--- src/rtl/wt_pkg.sv ---
`timescale 1ns/1ps
package wt_pkg;
  localparam int unsigned REG_W   = 8;
  localparam int unsigned SEL_W   = 3;
  localparam int unsigned CNT_W   = 15;
  localparam int unsigned TAP_LOG = 8;
  // control/status field positions
  localparam int unsigned F_SEL  = 0;
  localparam int unsigned F_CLR  = 3;
  localparam int unsigned F_FLAG = 4;
  localparam int unsigned F_IE   = 5;
  localparam int unsigned F_OSC  = 6;
  localparam int unsigned F_WDS  = 7;

  typedef struct packed {
    logic             wds;
    logic             ie;
    logic             flag;
    logic [SEL_W-1:0] sel;
  } wt_fields_t;
endpackage

--- src/rtl/wt_rst_sync.sv ---
`timescale 1ns/1ps
module wt_rst_sync #(
  parameter int unsigned STAGES = 2
) (
  input  logic clk,
  input  logic rst_n,
  output logic rst_n_sync
);
  logic [STAGES-1:0] sync_q;
  logic [STAGES-1:0] sync_d;

  always_comb begin
    sync_d = {sync_q[STAGES-2:0], 1'b1};
  end

  always_ff @(posedge clk or negedge rst_n) begin
    if (!rst_n) sync_q <= '0;
    else        sync_q <= sync_d;
  end

  assign rst_n_sync = sync_q[STAGES-1];
endmodule

--- src/rtl/wt_counter.sv ---
`timescale 1ns/1ps
module wt_counter #(
  parameter int unsigned CNT_W    = 15,
  parameter int unsigned TAP_LOG  = 8,
  parameter int unsigned SEL_W    = 3
) (
  input  logic             clk,
  input  logic             rst_n,
  input  logic             tick,
  input  logic             clr,
  input  logic [SEL_W-1:0] sel,
  output logic             ovf
);
  localparam int unsigned NTAP = 1 << SEL_W;

  logic [CNT_W-1:0] cnt_q, cnt_d, cnt_inc, low_mask;
  logic             cnt_en;
  logic [NTAP-1:0]  tap_fall;

  assign cnt_inc  = cnt_q + CNT_W'(1);
  assign cnt_en   = clr | tick;
  assign low_mask = (CNT_W'(1) << (TAP_LOG + 32'(sel))) - CNT_W'(1);

  always_comb begin
    cnt_d = cnt_q;
    if (clr)       cnt_d = '0;
    else if (tick) cnt_d = cnt_inc;
  end

  always_ff @(posedge clk or negedge rst_n) begin
    if (!rst_n)      cnt_q <= '0;
    else if (cnt_en) cnt_q <= cnt_d;
  end

  // carry out of the low (TAP_LOG+g) bits shows as a falling tap bit
  for (genvar g = 0; g < NTAP; g++) begin : g_tap
    assign tap_fall[g] = cnt_q[TAP_LOG-1+g] & ~cnt_inc[TAP_LOG-1+g];
  end

  assign ovf = tick & ~clr & tap_fall[sel];


  idle_hold_chk: assert property (@(posedge clk) disable iff (!rst_n)
    (!tick && !clr) |=> $stable(cnt_q));

  clr_wins_chk: assert property (@(posedge clk) disable iff (!rst_n)
    clr |=> (cnt_q == '0));

  ovf_align_chk: assert property (@(posedge clk) disable iff (!rst_n)
    ovf |=> ((cnt_q & $past(low_mask)) == '0));
endmodule

--- src/rtl/wt_ctrl_reg.sv ---
`timescale 1ns/1ps
module wt_ctrl_reg
  import wt_pkg::*;
(
  input  logic             clk,
  input  logic             rst_n,
  input  logic             wr_en,
  input  logic [REG_W-1:0] wdata,
  input  logic             ovf,
  output wt_fields_t       fields,
  output logic             cnt_clr
);
  wt_fields_t fld_q, fld_d;
  logic       flag_wclr;

  assign flag_wclr = wr_en & ~wdata[F_FLAG];
  assign cnt_clr   = wr_en & ~wdata[F_CLR];

  always_comb begin
    fld_d = fld_q;
    if (wr_en) begin
      fld_d.sel = wdata[F_SEL +: SEL_W];
      fld_d.ie  = wdata[F_IE];
      fld_d.wds = wdata[F_WDS];
    end
    if (ovf)            fld_d.flag = 1'b1;
    else if (flag_wclr) fld_d.flag = 1'b0;
  end

  always_ff @(posedge clk or negedge rst_n) begin
    if (!rst_n) begin
      fld_q.sel  <= '0;
      fld_q.ie   <= 1'b0;
      fld_q.flag <= 1'b0;
      fld_q.wds  <= 1'b1;
    end else begin
      fld_q <= fld_d;
    end
  end

  assign fields = fld_q;


  set_wins_chk: assert property (@(posedge clk) disable iff (!rst_n)
    ovf |=> fld_q.flag);

  flag_clr_chk: assert property (@(posedge clk) disable iff (!rst_n)
    (flag_wclr && !ovf) |=> !fld_q.flag);

  flag_keep_chk: assert property (@(posedge clk) disable iff (!rst_n)
    (!ovf && !flag_wclr) |=> $stable(fld_q.flag));
endmodule

--- src/rtl/wt_rd_port.sv ---
`timescale 1ns/1ps
module wt_rd_port
  import wt_pkg::*;
(
  input  logic             clk,
  input  logic             rst_n,
  input  logic             rd_en,
  input  wt_fields_t       fields,
  input  logic             osc_stable,
  output logic [REG_W-1:0] rdata
);
  logic [REG_W-1:0] rdata_q, rdata_d;

  always_comb begin
    rdata_d                 = '0;
    rdata_d[F_SEL +: SEL_W] = fields.sel;
    rdata_d[F_CLR]          = 1'b1;
    rdata_d[F_FLAG]         = fields.flag;
    rdata_d[F_IE]           = fields.ie;
    rdata_d[F_OSC]          = osc_stable;
    rdata_d[F_WDS]          = fields.wds;
  end

  always_ff @(posedge clk or negedge rst_n) begin
    if (!rst_n)     rdata_q <= '0;
    else if (rd_en) rdata_q <= rdata_d;
  end

  assign rdata = rdata_q;


  clr_bit_rd_chk: assert property (@(posedge clk) disable iff (!rst_n)
    rd_en |=> rdata_q[F_CLR]);

  rd_hold_chk: assert property (@(posedge clk) disable iff (!rst_n)
    !rd_en |=> $stable(rdata_q));
endmodule

--- src/rtl/subclk_watch_timer.sv ---
`timescale 1ns/1ps
module subclk_watch_timer
  import wt_pkg::*;
(
  input  logic             clk,
  input  logic             rst_n,
  input  logic             sub_tick,
  input  logic             osc_stable,
  input  logic             sub_mode,
  input  logic             bus_sel,
  input  logic             bus_wr,
  input  logic [REG_W-1:0] bus_wdata,
  output logic [REG_W-1:0] bus_rdata,
  output logic             irq_req,
  output logic             wdog_src_tb
);
  logic       rst_s_n;
  logic       wr_en, rd_en, cnt_clr, ovf;
  wt_fields_t fields;

  assign wr_en = bus_sel & bus_wr;
  assign rd_en = bus_sel & ~bus_wr;

  wt_rst_sync #(.STAGES(2)) u_rst (
    .clk(clk), .rst_n(rst_n), .rst_n_sync(rst_s_n)
  );

  wt_counter #(.CNT_W(CNT_W), .TAP_LOG(TAP_LOG), .SEL_W(SEL_W)) u_cnt (
    .clk(clk), .rst_n(rst_s_n), .tick(sub_tick), .clr(cnt_clr),
    .sel(fields.sel), .ovf(ovf)
  );

  wt_ctrl_reg u_reg (
    .clk(clk), .rst_n(rst_s_n), .wr_en(wr_en), .wdata(bus_wdata),
    .ovf(ovf), .fields(fields), .cnt_clr(cnt_clr)
  );

  wt_rd_port u_rd (
    .clk(clk), .rst_n(rst_s_n), .rd_en(rd_en), .fields(fields),
    .osc_stable(osc_stable), .rdata(bus_rdata)
  );

  assign irq_req     = fields.flag & fields.ie;
  assign wdog_src_tb = fields.wds & ~sub_mode;


  irq_follow_chk: assert property (@(posedge clk) disable iff (!rst_s_n)
    (ovf && fields.ie && !wr_en) |=> irq_req);
endmodule

--- config.mk ---
export PLATFORM = sky130hd
export DESIGN_NAME = subclk_watch_timer
export DESIGN_NICKNAME = d
export VERILOG_FILES = /design/src/rtl/wt_pkg.sv /design/src/rtl/wt_rst_sync.sv /design/src/rtl/wt_counter.sv /design/src/rtl/wt_ctrl_reg.sv /design/src/rtl/wt_rd_port.sv /design/src/rtl/subclk_watch_timer.sv
export SDC_FILE = /design/constraint.sdc
export NUM_CORES = 1
export LEC_CHECK = 0
export BUFFER_PORTS_ARGS = -buffer_cell sky130_fd_sc_hd__clkbuf_2
export CORE_ASPECT_RATIO = 0.9
export CORE_UTILIZATION = 54
export CTS_CLUSTER_DIAMETER = 60
export CTS_CLUSTER_SIZE = 30
export DETAILED_ROUTE_END_ITERATION = 12
export PLACE_DENSITY = 0.74
export SLEW_MARGIN = 0
export SYNTH_ARGS = -nofsm -noshare
export SYNTH_HDL_FRONTEND = slang
export SYNTH_SLANG_ARGS = --single-unit
--- constraint.sdc ---
create_clock -name clk -period 1.3 [get_ports clk]
set_clock_uncertainty 0.05 [all_clocks]
set_input_delay 0.13 -clock clk [delete_from_list [all_inputs] [get_ports clk]]
set_output_delay 0.13 -clock clk [all_outputs]
set_load 0.01 [all_outputs]
==> metrics <==
outcome=finished, violations left; failing checks=DRC, setup timing; YS warnings=0; Max FO, Critical Path=4; CP required=1.46 ns; Pwr per Cell Area=1220 nW/µm²; HP Class=reg2async; 1st-iter DRT viols=between 60 and 70; DIE AREA=2960 µm²; Crit. End Element=flip-flop; Critical Path Source Type=flip-flop; fillers=147; top cells by area, synth=dfrtp_1 (51%), mux2_2 (9.9%), ha_1 (7.6%); area of the multi-input gates=788 µm²; Non-Filler Instances=~220; clock sink count=31; Clk pin slew, worst setup/hold paths=0.10 ns; final setup violation count=12; Seq. cell area=778 µm²; Initial Utilization=0.586; TritonRoute pass-1 iters=8; IR drop worst, VDD=0.00100 V; setup ws final=-0.530 ns; via count=1212; FF-to-FF End=u_reg.fields[3]$_DFFE_PN0P_; Core Area=2530 µm²; Tcrit/Tclk final=1.41; r2r setup slk=-0.53 ns; Final Hold Viols=0; H-Tree Level Count=2; all-layer global routing usage=0.239; initial antenna violation count=0; r2r worst-path depth=7; maximum number of pins on one net before global-route repair=25; TritonCTS Buffers=5; Synth Area per Inst=11.7 µm²; DR DRC count=1; Crit Path Category=reg2reg; share of cells above drive strength 1=0.471; Placement Rows=17; number of global-route vias before repair=about 1100; IO buf count=23; Syn Nets=151; chip height=51.7 µm; GRT overflow=0; Final Slew Violations=0; Nets=210; Seq cells post-synth=31; Synth Cell Area=1480 µm²; # Max-Cap Violations=0; post-synth top area share=0.506; Placer Congestion=between 0.8 and 0.9; met3 usage=0.0547; Die X=57.3 µm; grt peak-use layer=met2; Ports=25; Synth Instances=127; Via density=roughly 5.6; Bufs on Longest Clock Path=2; biggest area consumer among synthesized cells=dfrtp_1; DR WL/cell=16.0 µm; minimum clock period=1.83 ns; Netlist cell types=28; synth-to-layout area growth=39.6%; Min Hold Slack=0.0621 ns; Routed WL=3.44 mm; Leakage=1.00 nW; Post-DRT Antenna Nets=0; sequential fraction of the synthesis area=0.524; setup TNS=-2.70 ns; CTS tree=done; RR Startpoint=u_cnt.cnt_q[0]$_DFFE_PN0P_; met1 usage=0.310; FMAX=0.547 GHz; clock root buffer=clkbuf_4; unrepaired setup endpoints after global routing=true; Inst Count DP=194; DP Wirelength=2.12 mm; met2 Use GR=0.394; Clk Latency, worst-skew pair=0.32 ns; # diodes=0; Worst EP arrival=1.99 ns; global-route wire length before repair=slightly above 5 mm
-- worst max-delay path, stage by stage (launching register included) --
cell	delay, ns
dfrtp_1	0.45
ha_4	0.19
nand3_4	0.12
nor2_2	0.06
ha_1	0.19
mux4_2	0.47
nor2_2	0.11
o41ai_2	0.07
-- cell type report --
type | instances | share of cell area
clock buffers | 7 | 0.0266
clock inverters | 1 | 0.00242
inverters | 3 | 0.00543
multi-input cells | 90 | 0.380
flip-flops and latches | 31 | 0.376
well taps | 28 | 0.0169
repair buffers | 55 | 0.193
-- metrics by stage --
stage                     power [W]  utilization  setup WS [ns]  instance area [µm²]
after global routing        0.00266        0.819         -0.637                 2070
after detailed placement    0.00182        0.707         -0.505                 1790
after global placement      0.00179        0.707         -0.462                 1790
final                       0.00253        0.819         -0.530                 2070
after floorplan             0.00154            -         -0.433                 1500
after CTS                   0.00245        0.775         -0.478                 1960
-- worst max-delay path by stage --
stage	from	to	cells after the start
2_1_floorplan	u_cnt.cnt_q[5]$_DFFE_PN0P_	u_reg.fields[3]$_DFFE_PN0P_	7
3_3_place_gp	u_cnt.cnt_q[5]$_DFFE_PN0P_	u_reg.fields[3]$_DFFE_PN0P_	7
3_5_place_dp	u_cnt.cnt_q[5]$_DFFE_PN0P_	u_reg.fields[3]$_DFFE_PN0P_	7
4_1_cts	u_cnt.cnt_q[5]$_DFFE_PN0P_	u_reg.fields[3]$_DFFE_PN0P_	7
5_1_grt	u_cnt.cnt_q[6]$_DFFE_PN0P_	u_reg.fields[3]$_DFFE_PN0P_	7
6_report	u_cnt.cnt_q[0]$_DFFE_PN0P_	u_reg.fields[3]$_DFFE_PN0P_	7
-- registers in the layout (all words and copies together) (netlist names) --
name          cells
u_cnt.cnt_q      15
u_rd.rdata        8
u_reg.fields      6
u_rst.sync_q      2
-- metal layers --
metal,wire length [µm],part of all wire
met1,1500,0.44
met2,1700,0.49
met3,165,0.048
met4,74,0.022
met5,0,0
-- cells by family after synthesis --
logic type,Yosys count,share of synthesized area
AO/OA/AOI/OAI,7,0.0312
XOR/XNOR,4,0.0236
adder cells (fa/ha/maj),9,0.0759
buffers and inverters,6,0.0169
flip-flops,31,0.524
multiplexers,24,0.181
other,1,0.00253
AND/OR/NAND/NOR,45,0.145
-- report_power, final --
group | internal [W] | switching [W]
combinational | 0.000406 | 0.000289
sequential | 0.00112 | 0.000138
clock | 0.000262 | 0.000312
-- cell usage after synthesis (all sizes together) --
library cell,n
nor2b,1
nor3,1
xor2,3
and3,2
mux4,1
mux2i,10
nand3,3
clkbuf,1
nand4,4
nor3b,1
nor2,21
ha,9
nand2,6
inv,3
buf,2
xnor2,1
o21ai,4
and2,1
o41ai,1
and4,1
nand2b,2
a21oi,2
dfstp,1
dfrtp,30
or3,2
mux2,13
conb,1
-- cells in the final DEF (no fill, tap or decap), types with 2 or more instances in the layout --
master          n
nor2_1         16
o21ai_0         2
mux2_2         13
nor2_2          2
dlygate4sd3_1   8
buf_4          20
nand3_1         2
nand2_1         5
o21ai_1         2
buf_6           3
clkbuf_2       22
clkbuf_4        5
nand4_1         4
inv_1           3
mux2i_1        10
ha_1            5
nor2_4          3
dfrtp_1        29
nand2b_1        2
ha_4            3
xor2_1          3
-- repair_timing --
| item | CTS | global route |
|---|---|---|
| setup endpoints to repair | 12 | 13 |
| setup buffers | 2 | 4 |
| hold endpoints to repair | 9 | 0 |
| hold buffers | 8 | 0 |
| pin swaps | 7 | 19 |
| resized for setup | 5 | 19 |
Power figures use the tool's default switching activity.
